$ cat src/rtl/hdlc_rx_pkg.sv
package hdlc_rx_pkg;

  typedef enum logic [1:0] {
    FT_INFO  = 2'd0,
    FT_SUPV  = 2'd1,
    FT_UNNUM = 2'd2,
    FT_NONE  = 2'd3
  } frame_kind_e;

  localparam logic [15:0] FCS_PRESET  = 16'hFFFF;
  localparam logic [15:0] FCS_RESIDUE = 16'hF0B8;
  localparam logic [15:0] FCS_POLY_R  = 16'h8408;

  // one octet of the reflected CRC, bit 0 first
  function automatic logic [15:0] fcs_octet(input logic [15:0] cur, input logic [7:0] oct);
    logic [15:0] r;
    r = cur;
    for (int i = 0; i < 8; i++) begin
      if (r[0] ^ oct[i]) r = (r >> 1) ^ FCS_POLY_R;
      else               r = r >> 1;
    end
    return r;
  endfunction

endpackage

$ cat src/rtl/hdlc_bit_destuff.sv
module hdlc_bit_destuff #(
  parameter int RUN_W = 3
) (
  input  logic clk,
  input  logic rst,
  input  logic rxd,
  input  logic carrier,
  output logic bit_v,
  output logic bit_d,
  output logic flag_p,
  output logic abort_p
);
  localparam logic [RUN_W-1:0] RUN_STUFF = RUN_W'(5);
  localparam logic [RUN_W-1:0] RUN_FLAG  = RUN_W'(6);
  localparam logic [RUN_W-1:0] RUN_SAT   = '1;

  logic [RUN_W-1:0] run;
  logic             car_q;

  always_ff @(posedge clk) begin
    if (rst) begin
      run     <= '0;
      car_q   <= 1'b0;
      bit_v   <= 1'b0;
      bit_d   <= 1'b0;
      flag_p  <= 1'b0;
      abort_p <= 1'b0;
    end else begin
      car_q   <= carrier;
      bit_v   <= 1'b0;
      flag_p  <= 1'b0;
      abort_p <= 1'b0;
      bit_d   <= rxd;
      if (!carrier) begin
        run     <= '0;
        abort_p <= car_q;
      end else if (rxd) begin
        if (run != RUN_SAT) run <= run + 1'b1;
        if (run == RUN_FLAG)      abort_p <= 1'b1;
        else if (run < RUN_STUFF) bit_v   <= 1'b1;
      end else begin
        run <= '0;
        if (run == RUN_FLAG)      flag_p <= 1'b1;
        else if (run < RUN_STUFF) bit_v  <= 1'b1;
      end
    end
  end
endmodule

$ cat src/rtl/hdlc_octet_framer.sv
module hdlc_octet_framer #(
  parameter int CNT_W = 14
) (
  input  logic             clk,
  input  logic             rst,
  input  logic             bit_v,
  input  logic             bit_d,
  input  logic             flag_p,
  input  logic             abort_p,
  output logic             oct_v,
  output logic [7:0]       oct_d,
  output logic             sync_p,
  output logic             end_v,
  output logic             end_abort,
  output logic             end_misalign,
  output logic [CNT_W-1:0] end_cnt
);
  localparam logic [CNT_W-1:0] CNT_SAT   = '1;
  localparam logic [2:0]       FLAG_TAIL = 3'd6;

  logic             hunting;
  logic [7:0]       sh;
  logic [2:0]       bpos;
  logic [CNT_W-1:0] cnt;

  always_ff @(posedge clk) begin
    if (rst) begin
      hunting      <= 1'b1;
      sh           <= '0;
      bpos         <= '0;
      cnt          <= '0;
      oct_v        <= 1'b0;
      oct_d        <= '0;
      sync_p       <= 1'b0;
      end_v        <= 1'b0;
      end_abort    <= 1'b0;
      end_misalign <= 1'b0;
      end_cnt      <= '0;
    end else begin
      oct_v  <= 1'b0;
      sync_p <= 1'b0;
      end_v  <= 1'b0;
      if (flag_p || abort_p) begin
        sync_p <= 1'b1;
        if (!hunting && cnt != '0) begin
          end_v        <= 1'b1;
          end_abort    <= abort_p;
          end_misalign <= (bpos != FLAG_TAIL);
          end_cnt      <= cnt;
        end
        hunting <= abort_p;
        bpos    <= '0;
        cnt     <= '0;
      end else if (bit_v && !hunting) begin
        sh   <= {bit_d, sh[7:1]};
        bpos <= bpos + 1'b1;
        if (bpos == 3'd7) begin
          oct_v <= 1'b1;
          oct_d <= {bit_d, sh[7:1]};
          if (cnt != CNT_SAT) cnt <= cnt + 1'b1;
        end
      end
    end
  end
endmodule

$ cat src/rtl/hdlc_fcs_check.sv
module hdlc_fcs_check
  import hdlc_rx_pkg::*;
(
  input  logic       clk,
  input  logic       rst,
  input  logic       clear,
  input  logic       oct_v,
  input  logic [7:0] oct_d,
  output logic       fcs_ok
);
  logic [15:0] rem;

  always_ff @(posedge clk) begin
    if (rst || clear)  rem <= FCS_PRESET;
    else if (oct_v)    rem <= fcs_octet(rem, oct_d);
  end

  assign fcs_ok = (rem == FCS_RESIDUE);
endmodule

$ cat src/rtl/hdlc_ctrl_decode.sv
module hdlc_ctrl_decode
  import hdlc_rx_pkg::*;
(
  input  logic [7:0]  ctrl,
  output frame_kind_e kind,
  output logic [2:0]  ns,
  output logic [2:0]  nr,
  output logic        xid
);
  localparam logic [7:0] PF_MASK  = 8'hEF;
  localparam logic [7:0] XID_CODE = 8'hAF;

  always_comb begin
    if (!ctrl[0])     kind = FT_INFO;
    else if (!ctrl[1]) kind = FT_SUPV;
    else              kind = FT_UNNUM;
    ns  = (kind == FT_INFO)  ? ctrl[3:1] : 3'd0;
    nr  = (kind == FT_UNNUM) ? 3'd0 : ctrl[7:5];
    xid = (kind == FT_UNNUM) && ((ctrl & PF_MASK) == XID_CODE);
  end
endmodule

$ cat src/rtl/hdlc_frame_receiver.sv
module hdlc_frame_receiver
  import hdlc_rx_pkg::*;
#(
  parameter int N1_W = 12
) (
  input  logic            clk,
  input  logic            rst,
  input  logic            rxd,
  input  logic            carrier,
  input  logic [N1_W-1:0] max_info,
  output logic            byte_valid,
  output logic [7:0]      byte_data,
  output logic            byte_sof,
  output logic            byte_eof,
  output logic            frm_end,
  output logic [1:0]      frm_type,
  output logic            frm_xid,
  output logic [2:0]      frm_ns,
  output logic [2:0]      frm_nr,
  output logic            err_abort,
  output logic            err_align,
  output logic            err_short,
  output logic            err_crc,
  output logic            err_long
);
  localparam int CNT_W    = N1_W + 2;
  localparam int OVERHEAD = 4;
  localparam int HOLD     = 3;
  localparam int HC_W     = $clog2(HOLD + 1);
  localparam logic [HC_W-1:0] HC_FULL = HC_W'(HOLD);
  localparam logic [HC_W-1:0] HC_CTRL = HC_W'(1);

  logic             bit_v, bit_d, flag_p, abort_p;
  logic             oct_v, sync_p, end_v, end_abort, end_misalign;
  logic [7:0]       oct_d;
  logic [CNT_W-1:0] end_cnt;
  logic             fcs_ok;

  hdlc_bit_destuff #(.RUN_W(3)) u_destuff (
    .clk(clk), .rst(rst), .rxd(rxd), .carrier(carrier),
    .bit_v(bit_v), .bit_d(bit_d), .flag_p(flag_p), .abort_p(abort_p)
  );

  hdlc_octet_framer #(.CNT_W(CNT_W)) u_framer (
    .clk(clk), .rst(rst), .bit_v(bit_v), .bit_d(bit_d),
    .flag_p(flag_p), .abort_p(abort_p),
    .oct_v(oct_v), .oct_d(oct_d), .sync_p(sync_p),
    .end_v(end_v), .end_abort(end_abort), .end_misalign(end_misalign),
    .end_cnt(end_cnt)
  );

  hdlc_fcs_check u_fcs (
    .clk(clk), .rst(rst), .clear(sync_p),
    .oct_v(oct_v), .oct_d(oct_d), .fcs_ok(fcs_ok)
  );

  logic [7:0]       ctrl_q;
  logic             ctrl_seen;
  frame_kind_e      dec_kind;
  logic [2:0]       dec_ns, dec_nr;
  logic             dec_xid;

  hdlc_ctrl_decode u_decode (
    .ctrl(ctrl_q), .kind(dec_kind), .ns(dec_ns), .nr(dec_nr), .xid(dec_xid)
  );

  // three-octet delay line keeps the FCS off the byte stream
  logic [7:0]       hold [HOLD];
  logic [HC_W-1:0]  hcnt;
  logic             sent_any;

  logic short_w, long_w, keep_w;
  assign short_w = (end_cnt < CNT_W'(OVERHEAD));
  assign long_w  = (end_cnt > (CNT_W'(max_info) + CNT_W'(OVERHEAD)));
  assign keep_w  = !end_abort && ctrl_seen;

  always_ff @(posedge clk) begin
    if (rst) begin
      for (int i = 0; i < HOLD; i++) hold[i] <= '0;
      hcnt       <= '0;
      sent_any   <= 1'b0;
      ctrl_q     <= '0;
      ctrl_seen  <= 1'b0;
      byte_valid <= 1'b0;
      byte_data  <= '0;
      byte_sof   <= 1'b0;
      byte_eof   <= 1'b0;
      frm_end    <= 1'b0;
      frm_type   <= FT_NONE;
      frm_xid    <= 1'b0;
      frm_ns     <= '0;
      frm_nr     <= '0;
      err_abort  <= 1'b0;
      err_align  <= 1'b0;
      err_short  <= 1'b0;
      err_crc    <= 1'b0;
      err_long   <= 1'b0;
    end else begin
      byte_valid <= 1'b0;
      byte_sof   <= 1'b0;
      byte_eof   <= 1'b0;
      frm_end    <= 1'b0;
      if (end_v) begin
        frm_end <= 1'b1;
        if (!end_abort && hcnt == HC_FULL) begin
          byte_valid <= 1'b1;
          byte_data  <= hold[HOLD-1];
          byte_sof   <= !sent_any;
          byte_eof   <= 1'b1;
        end
        err_abort <= end_abort;
        err_align <= !end_abort && end_misalign;
        err_short <= !end_abort && !end_misalign && short_w;
        err_crc   <= !end_abort && !end_misalign && !short_w && !fcs_ok;
        err_long  <= !end_abort && !end_misalign && !short_w && long_w;
        frm_type  <= keep_w ? dec_kind : FT_NONE;
        frm_xid   <= keep_w && dec_xid;
        frm_ns    <= keep_w ? dec_ns : 3'd0;
        frm_nr    <= keep_w ? dec_nr : 3'd0;
      end else if (oct_v) begin
        for (int i = HOLD - 1; i > 0; i--) hold[i] <= hold[i-1];
        hold[0] <= oct_d;
        if (hcnt == HC_FULL) begin
          byte_valid <= 1'b1;
          byte_data  <= hold[HOLD-1];
          byte_sof   <= !sent_any;
          sent_any   <= 1'b1;
        end else begin
          hcnt <= hcnt + 1'b1;
        end
        if (hcnt == HC_CTRL) begin
          ctrl_q    <= oct_d;
          ctrl_seen <= 1'b1;
        end
      end
      if (sync_p) begin
        hcnt      <= '0;
        sent_any  <= 1'b0;
        ctrl_seen <= 1'b0;
      end
    end
  end
endmodule

$ cat config.mk
export PLATFORM = sky130hd
export DESIGN_NAME = hdlc_frame_receiver
export DESIGN_NICKNAME = d
export VERILOG_FILES = /design/src/rtl/hdlc_rx_pkg.sv /design/src/rtl/hdlc_bit_destuff.sv /design/src/rtl/hdlc_octet_framer.sv /design/src/rtl/hdlc_fcs_check.sv /design/src/rtl/hdlc_ctrl_decode.sv /design/src/rtl/hdlc_frame_receiver.sv
export SDC_FILE = /design/constraint.sdc
export NUM_CORES = 1
export LEC_CHECK = 0
export ABC_AREA = 1
export BUFFER_PORTS_ARGS = -buffer_cell sky130_fd_sc_hd__buf_2
export CORE_MARGIN = 2
export CORE_UTILIZATION = 40
export DETAILED_ROUTE_END_ITERATION = 12
export GPL_ROUTABILITY_DRIVEN = 0
export PLACE_DENSITY = 0.63
export SLEW_MARGIN = 20
export SYNTH_ARGS = -nofsm -noshare
export SYNTH_HDL_FRONTEND = slang
export SYNTH_SLANG_ARGS = --single-unit
$ cat constraint.sdc
create_clock -name clk -period 1.85 [get_ports clk]
set_clock_uncertainty 0.05 [all_clocks]
set_input_delay 0.0925 -clock clk [delete_from_list [all_inputs] [get_ports clk]]
set_output_delay 0.0925 -clock clk [all_outputs]
set_load 0.02 [all_outputs]
# [Word level (Yosys, flattened, before mapping)]
# Memory sizes are Yosys's and may differ from the RTL's.
# Cells that the tools add are included.
# Widths: inputs -> output; s select.
[word_totals] ff_bits=115 ramBits=24 elab_cells=179 memories=1 output_inout_bits=26 input_bits=16
[op_classes] n_eq_ne=11 magnitude_cmp=3 n_addsub=5 bitwise_logic=25 n_mux=58 reduce_logical=40
[memory_table] memory="hold" words=3 word_bits=8 rd=3 rd_clocked_by_memory_dff=0 write_ports=3 line="hdlc_frame_receiver.sv:68" source="logic [7:0] hold [HOLD];"
[ops] cell="$mux 16" count=22
[ops] cell="$mux 8" count=7
[ops] cell="$not 2->3" count=8
[ops] cell="$mux 1" count=22
[ops] cell="$reduce_and 3->1" count=6
[ops] cell="$eq 16x16->1 const B" count=1
[ops] cell="$add 14x1->14 const B" count=1
[ops] cell="$gt 14x13->1" count=1
[ops] cell="$lt 14x3->1 const B" count=1
[ops] cell="$ne 14x14->1 const B" count=1
[ops] cell="$reduce_bool 14->1" count=1
[ops] cell="$add 12x3->13 const B" count=1
[ops] cell="$logic_and 1x1->1" count=12
[ops] cell="$mux 3" count=4
[ops] cell="$reduce_or 3->1" count=4
[ops] cell="$reduce_or 2->1" count=4
[ops] cell="$xor 1x1->1" count=8
[ops] cell="$eq 7x7->1 const B" count=1
[ops] cell="$add 3x1->3 const B" count=2
[ops] cell="$eq 3x3->1 const B" count=2
[ops] cell="$logic_not 1->1" count=6
[ops] cell="$mux 2" count=3
[ops] cell="$ne 3x3->1 const B" count=2
[ops] cell="$not 1->1" count=6
[ops] cell="other kinds (10)" count=16

# [Depth between registers and ports, before layout]
# Gate-level depths: netlist of the first run.
[logic_depth] depth_word=30 ltp_mapped=15

# [By module]
# A second synthesis of the first run with hierarchy kept.
[unflattened] cells_unflattened=904 area_unflattened_um2=6784.0
[modules_own_cells] module="hdlc_frame_receiver" area_each_um2=2927.8 cells_each=339 n_inst=1 seq_area_each_um2=1481.4
[modules_own_cells] module="hdlc_octet_framer" area_each_um2=2417.3 cells_each=332 n_inst=1 seq_area_each_um2=1041.0
[modules_own_cells] module="hdlc_fcs_check" area_each_um2=1008.5 cells_each=165 n_inst=1 seq_area_each_um2=320.3
[modules_own_cells] module="hdlc_bit_destuff" area_each_um2=342.8 cells_each=47 n_inst=1 seq_area_each_um2=160.2
[modules_own_cells] module="hdlc_ctrl_decode" area_each_um2=87.6 cells_each=21 n_inst=1 seq_area_each_um2=0.0

# [Worst setup path after synthesis of the first run]
# OpenSTA, ideal clock, no wires.
[synth_path] path_kind="input port to flip-flop" start="input port max_info[2]" end="register err_long" arrival_time_ps=1557 setup_ps=112 slack_ps=131 required_ps=1688 n_path_buf=0 path_stages=14 path_cell_list="nand2_1 nor2_1 nand2_1 nor2_1 nand4_1 xor2_1 ha_1 nand2_1 nor2_1 nand2_1 o21ai_0 nor2_1 nand2_1 nand2_1"
[synth_between] elab_chain_cells=3
[synth_rtl] item="start, declared" line="hdlc_frame_receiver.sv:10" source="input logic [N1_W-1:0] max_info,"
[synth_rtl] item="$add 12x3->13" line="hdlc_frame_receiver.sv:74" source="assign long_w = (end_cnt > (CNT_W'(max_info) + CNT_W'(OVERHEAD)));"
[synth_rtl] item="$gt 14x13->1" line="hdlc_frame_receiver.sv:74"
[synth_rtl] item="$logic_and 1x1->1" line="hdlc_frame_receiver.sv:115" source="err_long <= !end_abort && !end_misalign && !short_w && long_w;"
[synth_rtl] item="end signal, assigned" line="hdlc_frame_receiver.sv:115"
[synth_rtl] item="end, declared" line="hdlc_frame_receiver.sv:24" source="output logic err_long"
# Every way passes these cells.
# A chain may end at the register's enable or synchronous reset.

# [Worst setup path in the final report of the first run]
[layout_path] start="register u_framer.cnt[1]" end="register u_framer.cnt[13]"
[layout_between] elab_chain_cells=2 elab_cells_between_ends=3 cone_classes="add/sub (1); eq/ne (1); reduce/logical (1)"
[layout_rtl] item="start, declared" line="hdlc_octet_framer.sv:24" source="logic [CNT_W-1:0] cnt;"
[layout_rtl] item="start signal, assigned" line="hdlc_octet_framer.sv:60" source="if (cnt != CNT_SAT) cnt <= cnt + 1'b1;"
[layout_rtl] item="branches (longest 2 deep; another with $add 14x1->14)"
# Parallel ways; which one is timed is not known.

==> PnR_summary.wiki, run 1 <==
{| class="wikitable"
! Metric !! Value
|-
| Kind of end point of the critical path || flip-flop
|-
| Hold Crit Depth || 7
|-
| Status || completed
|-
| Kind of path behind the tightest hold check || in -> reg
|-
| Proportion of synthesized chip area in sequential cells || 47.27%
|-
| Unrepaired setup endpoints after global routing || false
|-
| WP depth || 7
|-
| Commonest non-fill, non-tap cell in the layout || sky130_fd_sc_hd__nand2_1
|-
| CTS tree || built
|-
| Number of cells in the finished layout apart from fillers || 1086
|-
| Crit path buffers/inverters || 0
|-
| Reg2reg setup slack || 240 ps
|-
| Cell count after synthesis || 808
|-
| Input/output buffers || 41
|-
| Number of instances in the placed design || 1051
|-
| Area of the mapped netlist || 6310 µm²
|-
| Number of antenna repair diodes || 0
|-
| WS Path Type || reg -> reg
|-
| Clock Sinks || 137
|-
| Crit path launch type || flip-flop
|-
| Global-route wire length before repair || 21.38 mm
|-
| CP max FO || 10
|-
| Synth Register Bits || 137
|-
| Routed WL per cell || 11.85 µm
|-
| Most used flip-flop cell after synthesis || sky130_fd_sc_hd__dfxtp_1
|-
| Initial standard-cell utilization of the core || 41.20%
|-
| Vias in the first global route || 4489
|-
| Gr ovfl total || 0
|-
| Root cell of the clock tree || sky130_fd_sc_hd__clkbuf_16
|-
| Number of H-tree branching levels || 4
|-
| Power per Cell Area || 856.0 nW/µm²
|-
| Master of the slowest instance on the critical path || sky130_fd_sc_hd__dfxtp_1
|-
| Final Critical Period || 1611 ps
|-
| Worst path top cell family by delay || simple AND/OR/NAND/NOR gates
|-
| Synthesis warning total || 0
|-
| Data arrival time of the critical path || 1910 ps
|-
| Number of maximum-capacitance violations || 0
|-
| Reg area || 2983 µm²
|-
| Total routed wirelength || 12.87 mm
|-
| Crit Reg-Reg Endpoint || u_framer.cnt[13]$_SDFFE_PP0P_
|-
| Highest ir drop seen on vdd || 0.5990 mV
|-
| Skew-Pair Late Insertion Delay || 430 ps
|-
| Number of antenna violations at the first check in global routing || 0
|-
| Endpoint with the worst hold slack || err_long$_SDFFE_PP0P_
|-
| Final count of hold timing violations || 0
|-
| Post-Syn Area per Cell || 7.809 µm²
|-
| Maximum number of pins on one net before global-route repair || 32
|-
| Ordered list of cells on the worst path || ha_1 -> nand2_2 -> nor2_4 -> nand4_4 -> nand2_2 -> nand2_1 -> a21oi_1
|-
| Delay of the slowest critical-path stage || 370 ps
|-
| Most Frequent Cell on Critical Path || sky130_fd_sc_hd__nand2_2
|-
| R2R cell count || 7
|-
| Area growth from synthesis to final layout || 16.70%
|-
| Pre-antenna DRT Iters || 5
|-
| Height of the die || 129.6 µm
|-
| Width of the die || 129.6 µm
|-
| Leakage power summed over all cells || 3.191 nW
|-
| Total DRC errors in the routed layout || 0
|-
| Area enclosed by the die boundary || 16790 µm²
|-
| Count of pins over their slew limit || 0
|-
| Fraction of layout cells with a size suffix above 1 || 13.14%
|-
| Floorplan core area || 15310 µm²
|-
| Post-CTS Repair Setup Buffers || 0
|-
| Post-layout nets || 902
|-
| Most frequent cells in the layout || sky130_fd_sc_hd__nand2_1, sky130_fd_sc_hd__dfxtp_1, sky130_fd_sc_hd__inv_1
|-
| Final setup vio count || 0
|-
| Count of routing violations after the opening detailed-route iteration || 369
|-
| Ratio of final minimum period to clock period || 87.08%
|-
| Net count of the mapped netlist || 848
|-
| DR vias/cell || 4.705
|-
| Slew at the pin closest to its max-slew limit || 595.0 ps
|-
| Fraction of registers with async set/reset || 0%
|-
| Remaining antenna violation count after routing || 0
|-
| Max_slew headroom || 60.33%
|-
| Number of gates resized after cts || 0
|-
| Synth unique cells || 36
|-
| Number of CTS-inserted buffers || 17
|-
| Deepest clock path buffer count || 2
|-
| Number of vias in the routed layout || 5110
|-
| Aggregate global-route resource usage || 16.17%
|-
| Hold wc startpoint || max_info[0]
|-
| Hold Slack || 227.3 ps
|-
| Clock slew at the register clock pins of the worst setup and hold paths || 60 ps
|-
| Worst Path Required || 2150 ps
|-
| Achievable frequency || 0.6207 GHz
|-
| Layout fillers || 1494
|-
| Hold Buf Count CTS || 3
|-
| Area taken by multi-input logic gates || 2755 µm²
|-
| Worst R2R Start || u_framer.cnt[1]$_SDFFE_PP0P_
|-
| Number of placed I/O pins || 42
|-
| Number of enable-type register cells in the synthesized netlist || 24
|-
| Detailed-placement wirelength estimate || 9.102 mm
|-
| Number of placement rows || 45
|}
[logic make-up after synthesis]
family / synth area share, %
simple gates: 23.24
mux: 0.1785
xor+xnor: 3.331
fa+ha+maj: 4.759
flops: 47.27
buf+inv: 9.102
compound gates: 12.12
[Yosys cell counts, types with 5 or more instances]
library cell               count  area, µm²
sky130_fd_sc_hd__clkbuf_1      8      30.03
sky130_fd_sc_hd__xnor2_1      10      87.58
sky130_fd_sc_hd__nor2_4        6      67.56
sky130_fd_sc_hd__nor2_1      105      394.1
sky130_fd_sc_hd__nand3_1      52      260.3
sky130_fd_sc_hd__dfxtp_1     113       2262
sky130_fd_sc_hd__nand4_1      13      81.33
sky130_fd_sc_hd__inv_1       109      409.1
sky130_fd_sc_hd__o21ai_0      52      260.3
sky130_fd_sc_hd__ha_1         24      300.3
sky130_fd_sc_hd__inv_2         5      18.77
sky130_fd_sc_hd__buf_2        15      75.07
sky130_fd_sc_hd__a21oi_1      78      390.4
sky130_fd_sc_hd__edfxtp_1     24      720.7
sky130_fd_sc_hd__nand2_1     143      536.8
sky130_fd_sc_hd__xor2_1       14      122.6
[worst reg2reg max path, cell delays in order, from the launching register on]
cell and delay (ps):
sky130_fd_sc_hd__dfxtp_1 370, sky130_fd_sc_hd__ha_1 220, sky130_fd_sc_hd__nand2_2 80, sky130_fd_sc_hd__nor2_4 190, sky130_fd_sc_hd__nand4_4 190, sky130_fd_sc_hd__nand2_2 220
sky130_fd_sc_hd__nand2_1 80, sky130_fd_sc_hd__a21oi_1 140
[worst max-delay path by stage]
stage	start	to
after CTS	u_framer.cnt[1]$_SDFFE_PP0P_	u_framer.cnt[13]$_SDFFE_PP0P_
after detailed placement	max_info[2]	err_long$_SDFFE_PP0P_
after global routing	u_framer.cnt[0]$_SDFFE_PP0P_	u_framer.cnt[0]$_SDFFE_PP0P_
after global placement	max_info[2]	err_long$_SDFFE_PP0P_
final	u_framer.cnt[1]$_SDFFE_PP0P_	u_framer.cnt[13]$_SDFFE_PP0P_
after floorplan	max_info[2]	err_long$_SDFFE_PP0P_
[power breakdown]
| part | internal, mW | total [mW] | switching [mW] |
|---|---|---|---|
| Combinational | 0.0660 | 0.180 | 0.114 |
| Clock | 1.73 | 3.06 | 1.33 |
| Sequential | 3.05 | 3.06 | 0.00716 |
| Total | 4.85 | 6.30 | 1.45 |
[metal layers]
layer | global-route usage (%) | share of wire (%)
met1 | 22.50 | 51
met2 | 23.99 | 44
met3 | 4.748 | 4.5
met4 | 5.629 | 1.4
met5 | 0 | 0
[per-stage QoR]
step           cell area, µm²  util, %  TNS, ps  worst slack, ps  total power, mW
6_report                 7363    48.08        0            238.9            6.303
5_1_grt                  7363    48.08        0            64.50            6.538
4_1_cts                  7363    48.08        0            237.2            6.372
3_5_place_dp             6790    44.34   -146.2           -146.2            3.301
3_3_place_gp             6790    44.34   -90.76           -90.76            3.298
2_1_floorplan            6310        -        0            130.7            3.237
[state kept, by name (all words and copies together), names as in the netlist, 2 cells and up]
register          count
u_framer.bpos         3
u_framer.end_cnt     14
hold                 24
frm_type              2
u_framer.sh           7
u_framer.oct_d        8
frm_ns                3
u_destuff.run         3
u_fcs.rem            16
byte_data             8
u_framer.cnt         14
frm_nr                3
ctrl_q                7
hcnt                  2
[final cells by class]
class	count	area share (%)
clock inverters	15	1.597
flip-flops and latches	137	40.51
well taps	211	3.585
clock buffers	17	5.777
inverters	114	5.811
multi-input cells	529	37.42
repair buffers	63	5.302
(Power assumes the default switching activity.)
==> inputs of run 2 (changes only) <==
--- a/config.mk
+++ b/config.mk
@@ -5,7 +5,6 @@
 export SDC_FILE = /design/constraint.sdc
 export NUM_CORES = 1
 export LEC_CHECK = 0
-export ABC_AREA = 1
 export BUFFER_PORTS_ARGS = -buffer_cell sky130_fd_sc_hd__buf_2
 export CORE_MARGIN = 2
 export CORE_UTILIZATION = 40
==> PnR_summary.wiki, run 2 <==
{| class="wikitable"
! Metric !! Value
|-
| Status || completed (unchanged)
|-
| Number of enable-type register cells in the synthesized netlist || 24 (unchanged)
|-
| Endpoint with the worst hold slack || err_abort$_SDFFE_PP0P_ (was err_long$_SDFFE_PP0P_)
|-
| Global-route wire length before repair || 22.14 mm (was 21.38 mm)
|-
| Kind of end point of the critical path || flip-flop (unchanged)
|-
| Largest registers || hold: 24 flops, u_fcs.rem: 16 flops (unchanged)
|-
| CP max FO || 8 (was 10)
|-
| Slew at the pin closest to its max-slew limit || 573.1 ps (was 595.0 ps)
|-
| Area growth from synthesis to final layout || 21.83% (was 16.70%)
|-
| Detailed route wirelength on metal2 || 6.273 mm (was 5.606 mm)
|-
| Number of vias in the routed layout || 4782 (was 5110)
|-
| R2R cell count || 6 (was 7)
|-
| Cell types with the largest area share after synthesis || sky130_fd_sc_hd__dfxtp_1, sky130_fd_sc_hd__edfxtp_1, sky130_fd_sc_hd__ha_1, sky130_fd_sc_hd__a21oi_1, sky130_fd_sc_hd__nor2_1 (was sky130_fd_sc_hd__dfxtp_1, sky130_fd_sc_hd__edfxtp_1, sky130_fd_sc_hd__nand2_1, sky130_fd_sc_hd__inv_1, sky130_fd_sc_hd__nor2_1)
|-
| Area enclosed by the die boundary || 16010 µm² (was 16790 µm²)
|-
| Synthesis warning total || 0 (unchanged)
|-
| Final worst slack || 56.56 ps (was 238.9 ps)
|-
| Detailed-placement wirelength estimate || 9.243 mm (was 9.102 mm)
|-
| Most used flip-flop cell after synthesis || sky130_fd_sc_hd__dfxtp_1 (unchanged)
|-
| Final count of hold timing violations || 0 (unchanged)
|-
| Master of the slowest instance on the critical path || sky130_fd_sc_hd__or4_1 (was sky130_fd_sc_hd__dfxtp_1)
|-
| Kind of path behind the tightest hold check || in -> reg (unchanged)
|-
| WS Path Type || reg -> reg (unchanged)
|-
| Remaining antenna violation count after routing || 0 (unchanged)
|-
| Most frequent cells in the layout || sky130_fd_sc_hd__dfxtp_1, sky130_fd_sc_hd__nor2_1, sky130_fd_sc_hd__a21oi_1 (was sky130_fd_sc_hd__nand2_1, sky130_fd_sc_hd__dfxtp_1, sky130_fd_sc_hd__inv_1)
|-
| Root cell of the clock tree || sky130_fd_sc_hd__clkbuf_16 (unchanged)
|-
| Commonest non-fill, non-tap cell in the layout || sky130_fd_sc_hd__dfxtp_1 (was sky130_fd_sc_hd__nand2_1)
|-
| Clock network fraction of total power || 50.9% (was 48.6%)
|-
| Number of cells in the finished layout apart from fillers || 899 (was 1086)
|-
| Achievable frequency || 0.5576 GHz (was 0.6207 GHz)
|-
| Leading cell type by number of instances after synthesis || sky130_fd_sc_hd__dfxtp_1 (was sky130_fd_sc_hd__nand2_1)
|-
| Delay of the slowest critical-path stage || 470 ps (was 370 ps)
|-
| Layout Utilization || 50.16% (was 48.08%)
|-
| Hold wc startpoint || rst (was max_info[0])
|-
| Floorplan core area || 14590 µm² (was 15310 µm²)
|-
| Width of the die || 126.5 µm (was 129.6 µm)
|-
| Net switching share of the total power || 22.57% (was 23.03%)
|-
| Tot Pwr || 6.594 mW (was 6.303 mW)
|-
| Number of placement rows || 44 (was 45)
|-
| Hold Crit Depth || 2 (was 7)
|-
| Routed WL per cell || 14.65 µm (was 11.85 µm)
|-
| Top Layer Used || met4 (unchanged)
|-
| Combinational family with the most area after synthesis || simple AND/OR/NAND/NOR gates (unchanged)
|-
| Clock Sinks || 137 (unchanged)
|-
| Final Critical Period || 1793 ps (was 1611 ps)
|-
| Number of maximum-capacitance violations || 0 (unchanged)
|-
| Reg2reg setup slack || 60 ps (was 240 ps)
|-
| Number of flip-flops in the largest register || 24 (unchanged)
|-
| Met3 WL post-DR || 545 µm (was 583 µm)
|-
| Data arrival time of the critical path || 2080 ps (was 1910 ps)
|-
| Number of placed I/O pins || 42 (unchanged)
|-
| Count of routing violations after the opening detailed-route iteration || 309 (was 369)
|-
| Crit Reg-Reg Endpoint || u_framer.cnt[5]$_SDFFE_PP0P_ (was u_framer.cnt[13]$_SDFFE_PP0P_)
|-
| Crit path launch type || flip-flop (unchanged)
|-
| Area post-placement || 6595 µm² (was 6790 µm²)
|-
| Clock slew at the register clock pins of the worst setup and hold paths || 60 ps (about the same)
|-
| Seq pwr share || 46.4% (was 48.6%)
|-
| Unrepaired setup endpoints after global routing || true (was false)
|-
| Max_slew headroom || 61.65% (was 60.33%)
|-
| Final sum of negative setup slack || 0 ps (unchanged)
|-
| Count of pins over their slew limit || 0 (unchanged)
|-
| DR vias/cell || 5.319 (was 4.705)
|-
| Synth unique cells || 60 (was 36)
|-
| Simple-gate portion of the synthesized area || 20.89% (was 23.24%)
|-
| Crit path buffers/inverters || 0 (unchanged)
|-
| CTS tree || built (unchanged)
|-
| Number of H-tree branching levels || 4 (unchanged)
|-
| Input/output buffers || 41 (unchanged)
|-
| Met1 Wirelength || 6.160 mm (was 6.499 mm)
|-
| Aggregate global-route resource usage || 16.80% (was 16.17%)
|-
| CP Launch Point || u_framer.bpos[1]$_SDFFE_PP0P_ (was u_framer.cnt[1]$_SDFFE_PP0P_)
|-
| Worst R2R Start || u_framer.bpos[1]$_SDFFE_PP0P_ (was u_framer.cnt[1]$_SDFFE_PP0P_)
|-
| Proportion of synthesized area in mux cells || 3.166% (was 0.1785%)
|-
| Number of antenna violations at the first check in global routing || 0 (unchanged)
|-
| Synth Register Bits || 137 (unchanged)
|-
| Vias in the first global route || 4751 (was 4489)
|-
| Fraction of registers with async set/reset || 0% (unchanged)
|-
| Skew-Pair Late Insertion Delay || 410 ps (was 430 ps)
|-
| Net count of the mapped netlist || 671 (was 848)
|-
| Pint || 5.106 mW (was 4.851 mW)
|-
| Total routed wirelength || 13.17 mm (was 12.87 mm)
|-
| Hold Slack || 30.77 ps (was 227.3 ps)
|-
| Highest ir drop seen on vdd || 0.5808 mV (was 0.5990 mV)
|-
| Maximum number of pins on one net before global-route repair || 40 (was 32)
|-
| Synthesized-area fraction occupied by ao, oa, aoi and oai cells || 12.81% (was 12.12%)
|-
| Fraction of layout cells with a size suffix above 1 || 19.86% (was 13.14%)
|-
| Power per Cell Area || 901.0 nW/µm² (was 856.0 nW/µm²)
|-
| Height of the die || 126.5 µm (was 129.6 µm)
|-
| Most numerous cell types in the synthesized netlist || sky130_fd_sc_hd__dfxtp_1, sky130_fd_sc_hd__nor2_1, sky130_fd_sc_hd__a21oi_1, sky130_fd_sc_hd__nand2_1, sky130_fd_sc_hd__nand3_1 (was sky130_fd_sc_hd__nand2_1, sky130_fd_sc_hd__dfxtp_1, sky130_fd_sc_hd__inv_1, sky130_fd_sc_hd__nor2_1, sky130_fd_sc_hd__a21oi_1)
|-
| Library cell occupying the most area in the post-synthesis netlist || sky130_fd_sc_hd__dfxtp_1 (unchanged)
|-
| Post-layout nets || 742 (was 902)
|-
| Share of the synthesized area in the top cell type || 37.66% (was 35.85%)
|-
| Cell count after synthesis || 631 (was 808)
|-
| Gr ovfl total || 0 (unchanged)
|-
| Leakage power summed over all cells || 2.939 nW (was 3.191 nW)
|-
| Post-Syn Area per Cell || 9.520 µm² (was 7.809 µm²)
|-
| Number of antenna repair diodes || 0 (unchanged)
|-
| Area of the mapped netlist || 6007 µm² (was 6310 µm²)
|-
| Ordered list of cells on the worst path || ha_2 -> ha_4 -> nand3b_4 -> or2_4 -> or4_1 -> a21oi_1 (was ha_1 -> nand2_2 -> nor2_4 -> nand4_4 -> nand2_2 -> nand2_1 -> a21oi_1)
|-
| Layout fillers || 1309 (was 1494)
|-
| Deepest clock path buffer count || 2 (unchanged)
|-
| Pre-CTS setup slack || -180.4 ps (was -146.2 ps)
|-
| Ratio of final minimum period to clock period || 96.94% (was 87.08%)
|-
| Total DRC errors in the routed layout || 0 (unchanged)
|-
| Final non-filler cell area || 7318 µm² (was 7363 µm²)
|-
| Switching Power || 1.488 mW (was 1.452 mW)
|-
| Number of instances in the placed design || 862 (was 1051)
|-
| Final setup vio count || 0 (unchanged)
|-
| Pre-antenna DRT Iters || 5 (unchanged)
|-
| Xor/xnor share of the synthesized area || 5.103% (was 3.331%)
|-
| Register bank with the most flops || hold (unchanged)
|-
| Post-Synth Adder-Cell Area || 4.999% (was 4.759%)
|-
| Number of CTS-inserted buffers || 17 (unchanged)
|-
| Combinational group share of total power || 2.7% (was 2.8%)
|-
| Worst path top cell family by delay || simple AND/OR/NAND/NOR gates (unchanged)
|-
| Worst Path Required || 2140 ps (was 2150 ps)
|-
| Initial standard-cell utilization of the core || 41.17% (was 41.20%)
|-
| Proportion of synthesized chip area in sequential cells || 49.66% (was 47.27%)
|}
-- run 2: what timing repair did --
item,CTS,global route
setup buffers,0,2
endpoints found under the setup margin,3,27
hold buffers,3,0
gates resized for setup,2,18
endpoints found under the hold margin,8,0
pin swaps,0,3
-- run 2: power by group through the flow --
stage,Clock [mW],Combinational (mW),Sequential [mW]
after floorplan,0,0.0952,3.12
after global placement,0,0.165,3.13
after detailed placement,0,0.172,3.13
after CTS,3.41,0.176,3.06
after global routing,3.53,0.197,3.06
final,3.35,0.177,3.06
-- run 2: cells by family (layout without fill, tap and decap cells) --
family / count (synthesis) / after routing
compound gates: 128 / 128
buf+inv: 48 / 132
mux: 19 / 19
fa+ha+maj: 24 / 24
xor+xnor: 35 / 35
simple gates: 240 / 240
flops: 137 / 137
-- run 2: worst reg2reg max path, stage by stage, from the launching register on --
cell                       delay (ps)
sky130_fd_sc_hd__dfxtp_2          340
sky130_fd_sc_hd__ha_2             190
sky130_fd_sc_hd__ha_4             150
sky130_fd_sc_hd__nand3b_4          80
sky130_fd_sc_hd__or2_4            290
sky130_fd_sc_hd__or4_1            480
sky130_fd_sc_hd__a21oi_1          160
-- run 2: how the worst max path moves through the flow --
stage / end / depth (start not counted)
final: u_framer.cnt[5]$_SDFFE_PP0P_ / 6
after global routing: u_framer.cnt[2]$_SDFFE_PP0P_ / 4
after CTS: u_framer.cnt[5]$_SDFFE_PP0P_ / 6
after detailed placement: err_long$_SDFFE_PP0P_ / 11
after global placement: err_long$_SDFFE_PP0P_ / 11
after floorplan: u_framer.cnt[5]$_SDFFE_PP0P_ / 7
-- run 2: final cells by class --
type | instances | area, µm² | share of cell area [%]
Clock buffer | 18 | 450.4 | 6.155
Clock inverter | 14 | 146.4 | 2.000
Inverter | 15 | 56.30 | 0.7694
Multi-Input combinational cell | 446 | 2905 | 39.70
Sequential cell | 137 | 2987 | 40.81
Tap cell | 184 | 230.2 | 3.146
Timing Repair Buffer | 85 | 543.0 | 7.420
-- run 2: per-layer routing --
layer	global-route usage (%)	vias up
met5	0	-
met1	21.34	2242
met3	4.091	15
met4	5.882	0
met2	27.93	102
li1	-	2423
==> inputs of run 3 (changes only) <==
--- a/config.mk
+++ b/config.mk
@@ -5,6 +5,7 @@
 export SDC_FILE = /design/constraint.sdc
 export NUM_CORES = 1
 export LEC_CHECK = 0
+export ABC_AREA = 1
 export BUFFER_PORTS_ARGS = -buffer_cell sky130_fd_sc_hd__buf_2
 export CORE_MARGIN = 2
 export CORE_UTILIZATION = 40
==> constraint.sdc (replaced) <==
create_clock -name clk -period 1.7 [get_ports clk]
set_clock_uncertainty 0.05 [all_clocks]
set_input_delay 0.085 -clock clk [delete_from_list [all_inputs] [get_ports clk]]
set_output_delay 0.085 -clock clk [all_outputs]
set_load 0.02 [all_outputs]
==> PnR_summary.wiki, run 3 (synthesis gave the netlist of run 1 again) <==
{| class="wikitable"
! Metric !! Value
|-
| Area enclosed by the die boundary || 16790 µm² (was 16010 µm²)
|-
| Largest registers || hold: 24 flops, u_fcs.rem: 16 flops (unchanged)
|-
| Vias in the first global route || 4513 (was 4751)
|-
| Most frequent cells in the layout || sky130_fd_sc_hd__nand2_1, sky130_fd_sc_hd__dfxtp_1, sky130_fd_sc_hd__inv_1 (was sky130_fd_sc_hd__dfxtp_1, sky130_fd_sc_hd__nor2_1, sky130_fd_sc_hd__a21oi_1)
|-
| Kind of end point of the critical path || flip-flop (unchanged)
|-
| Detailed-placement wirelength estimate || 8.922 mm (was 9.243 mm)
|-
| Total routed wirelength || 12.57 mm (was 13.17 mm)
|-
| Global-route wire length before repair || 21.02 mm (was 22.14 mm)
|-
| Routed WL per cell || 11.46 µm (was 14.65 µm)
|-
| Slew at the pin closest to its max-slew limit || 541.5 ps (was 573.1 ps)
|-
| DR vias/cell || 4.598 (was 5.319)
|-
| Hold wc startpoint || max_info[0] (was rst)
|-
| Gr ovfl total || 0 (unchanged)
|-
| Commonest non-fill, non-tap cell in the layout || sky130_fd_sc_hd__nand2_1 (was sky130_fd_sc_hd__dfxtp_1)
|-
| Number of antenna repair diodes || 0 (unchanged)
|-
| Status || completed (unchanged)
|-
| Count of routing violations after the opening detailed-route iteration || 263 (was 309)
|-
| Input/output buffers || 41 (unchanged)
|-
| Layout fillers || 1498 (was 1309)
|-
| Number of instances in the placed design || 1061 (was 862)
|-
| Final sum of negative setup slack || 0 ps (unchanged)
|-
| Switching Power || 1.545 mW (was 1.488 mW)
|-
| Pre-antenna DRT Iters || 4 (was 5)
|-
| Maximum number of pins on one net before global-route repair || 32 (was 40)
|-
| Kind of path behind the tightest hold check || in -> reg (unchanged)
|-
| Initial standard-cell utilization of the core || 41.20% (was 41.17%)
|-
| Delay of the slowest critical-path stage || 550 ps (was 470 ps)
|-
| Skew-Pair Late Insertion Delay || 420 ps (was 410 ps)
|-
| Unrepaired setup endpoints after global routing || false (was true)
|-
| Ratio of final minimum period to clock period || 92.89%
|-
| Endpoint with the worst hold slack || err_long$_SDFFE_PP0P_ (was err_abort$_SDFFE_PP0P_)
|-
| Count of pins over their slew limit || 0 (unchanged)
|-
| Tot Pwr || 6.971 mW (was 6.594 mW)
|-
| Aggregate global-route resource usage || 15.74% (was 16.80%)
|-
| Height of the die || 129.6 µm (was 126.5 µm)
|-
| Floorplan core area || 15310 µm² (was 14590 µm²)
|-
| Crit Reg-Reg Endpoint || u_framer.cnt[8]$_SDFFE_PP0P_ (was u_framer.cnt[5]$_SDFFE_PP0P_)
|-
| Number of placed I/O pins || 42 (unchanged)
|-
| Register bank with the most flops || hold (unchanged)
|-
| Leakage power summed over all cells || 3.246 nW (was 2.939 nW)
|-
| Number of H-tree branching levels || 4 (unchanged)
|-
| Final Critical Period || 1579 ps
|-
| Clock Sinks || 137 (unchanged)
|-
| Number of antenna violations at the first check in global routing || 0 (unchanged)
|-
| Master of the slowest instance on the critical path || sky130_fd_sc_hd__dlygate4sd3_1 (was sky130_fd_sc_hd__or4_1)
|-
| Number of maximum-capacitance violations || 0 (unchanged)
|-
| Number of flip-flops in the largest register || 24 (unchanged)
|-
| CP max FO || 9 (was 8)
|-
| Total DRC errors in the routed layout || 0 (unchanged)
|-
| Deepest clock path buffer count || 2 (unchanged)
|-
| Highest ir drop seen on vdd || 0.7748 mV (was 0.5808 mV)
|-
| Worst Path Required || 2010 ps (was 2140 ps)
|-
| Post-CTS Repair Setup Buffers || 0 (unchanged)
|-
| Most Frequent Cell on Critical Path || sky130_fd_sc_hd__dlygate4sd3_1
|-
| Remaining antenna violation count after routing || 0 (unchanged)
|-
| Crit path buffers/inverters || 5 (was 0)
|-
| Hold Crit Depth || 7 (was 2)
|-
| Power per Cell Area || 927.8 nW/µm² (was 901.0 nW/µm²)
|-
| Achievable frequency || 0.6333 GHz
|-
| Reg2reg setup slack || 150 ps (was 60 ps)
|-
| Fraction of layout cells with a size suffix above 1 || 14.56% (was 19.86%)
|-
| Root cell of the clock tree || sky130_fd_sc_hd__clkbuf_16 (unchanged)
|-
| Post-layout nets || 913 (was 742)
|-
| Number of placement rows || 45 (was 44)
|-
| Area growth from synthesis to final layout || 19.08% (was 21.83%)
|-
| Crit path launch type || input pin (was flip-flop)
|-
| R2R cell count || 9 (was 6)
|-
| Final worst slack || 120.9 ps (was 56.56 ps)
|-
| Number of cells in the finished layout apart from fillers || 1097 (was 899)
|-
| Width of the die || 129.6 µm (was 126.5 µm)
|-
| Combinational group share of total power || 3.0% (was 2.7%)
|-
| Net switching share of the total power || 22.17% (was 22.57%)
|-
| Clock slew at the register clock pins of the worst setup and hold paths || 60 ps (about the same)
|-
| Seq pwr share || 47.8% (was 46.4%)
|-
| CTS tree || built (unchanged)
|-
| Ordered list of cells on the worst path || dlygate4sd3_1 -> buf_2 -> buf_4 -> nor2_1 -> inv_1 -> nor3_1 -> dlygate4sd3_1 (was ha_2 -> ha_4 -> nand3b_4 -> or2_4 -> or4_1 -> a21oi_1)
|-
| Worst R2R Start || u_framer.cnt[1]$_SDFFE_PP0P_ (was u_framer.bpos[1]$_SDFFE_PP0P_)
|-
| Max_slew headroom || 63.89% (was 61.65%)
|-
| WS Path Type || in -> reg (was reg -> reg)
|-
| Number of vias in the routed layout || 5044 (was 4782)
|-
| Worst path top cell family by delay || buffers and inverters (was simple AND/OR/NAND/NOR gates)
|-
| Pre-CTS setup slack || -262.1 ps (was -180.4 ps)
|-
| Clock network fraction of total power || 49.2% (was 50.9%)
|-
| Data arrival time of the critical path || 1890 ps (was 2080 ps)
|-
| Pint || 5.426 mW (was 5.106 mW)
|-
| Final count of hold timing violations || 0 (unchanged)
|-
| Final setup vio count || 0 (unchanged)
|-
| Number of CTS-inserted buffers || 17 (unchanged)
|}
## run 3: worst reg2reg max path, delay by kind of cell, from the launching register on
kind	cells	cell delay, ps
DFF	1	350
adders and majority gates	1	200
buffers and inverters	1	170
and+or+nand+nor	7	640
## run 3: how the worst max path moves through the flow
| stage | slack [ps] | cells past startpoint | to | from |
|---|---|---|---|---|
| after floorplan | 20 | 5 | hold[0][0]$_SDFFCE_PN0P_ | rst |
| after global placement | -200 | 15 | err_long$_SDFFE_PP0P_ | max_info[2] |
| after detailed placement | -260 | 15 | err_long$_SDFFE_PP0P_ | max_info[2] |
| after CTS | 110 | 7 | u_framer.cnt[13]$_SDFFE_PP0P_ | u_framer.cnt[1]$_SDFFE_PP0P_ |
| after global routing | 10 | 9 | err_long$_SDFFE_PP0P_ | rst |
| final | 120 | 7 | u_destuff.flag_p$_SDFF_PP0_ | rst |
## run 3: timing repair
| action | in CTS | in global routing |
|---|---|---|
| hold buffers | 4 | 0 |
| gates resized for setup | 0 | 6 |
| endpoints found under the setup margin | 0 | 11 |
| endpoints found under the hold margin | 8 | 0 |
## run 3: metrics by stage
step           hold WS, ps  area, µm²  util [%]
6_report             229.9       7513     49.06
5_1_grt              301.9       7513     49.06
4_1_cts              229.2       7501     48.98
3_5_place_dp         242.4       6905     45.09
3_3_place_gp         242.3       6905     45.09
2_1_floorplan        112.6       6312         -
## run 3: power by group through the flow
stage / logic [mW] / clock network (mW) / registers, mW
final: 0.209 / 3.43 / 3.33
after global placement: 0.204 / 0 / 3.40
after global routing: 0.236 / 3.65 / 3.33
after floorplan: 0.123 / 0 / 3.40
after CTS: 0.212 / 3.51 / 3.33
after detailed placement: 0.205 / 0 / 3.40
## run 3: area by class of cell
class                           count  area (µm²)  area share [%]
Clock buffer                       19       432.9           5.762
Clock inverter                     13       122.6           1.632
Inverter                          114       427.9           5.695
Multi-Input combinational cell    529        2768           36.84
Sequential cell                   137        2985           39.73
Tap cell                          211       264.0           3.514
Timing Repair Buffer               74       513.0           6.828
## run 3: metal layers
| layer | global-route usage (%) | routed length (µm) | vias up |
|---|---|---|---|
| met1 | 21.66 | 6404 | 2212 |
| met2 | 24.11 | 5513 | 76 |
| met3 | 3.592 | 466 | 13 |
| met4 | 6.072 | 189 | 0 |
| met5 | 0 | 0 | - |
| li1 | - | - | 2743 |
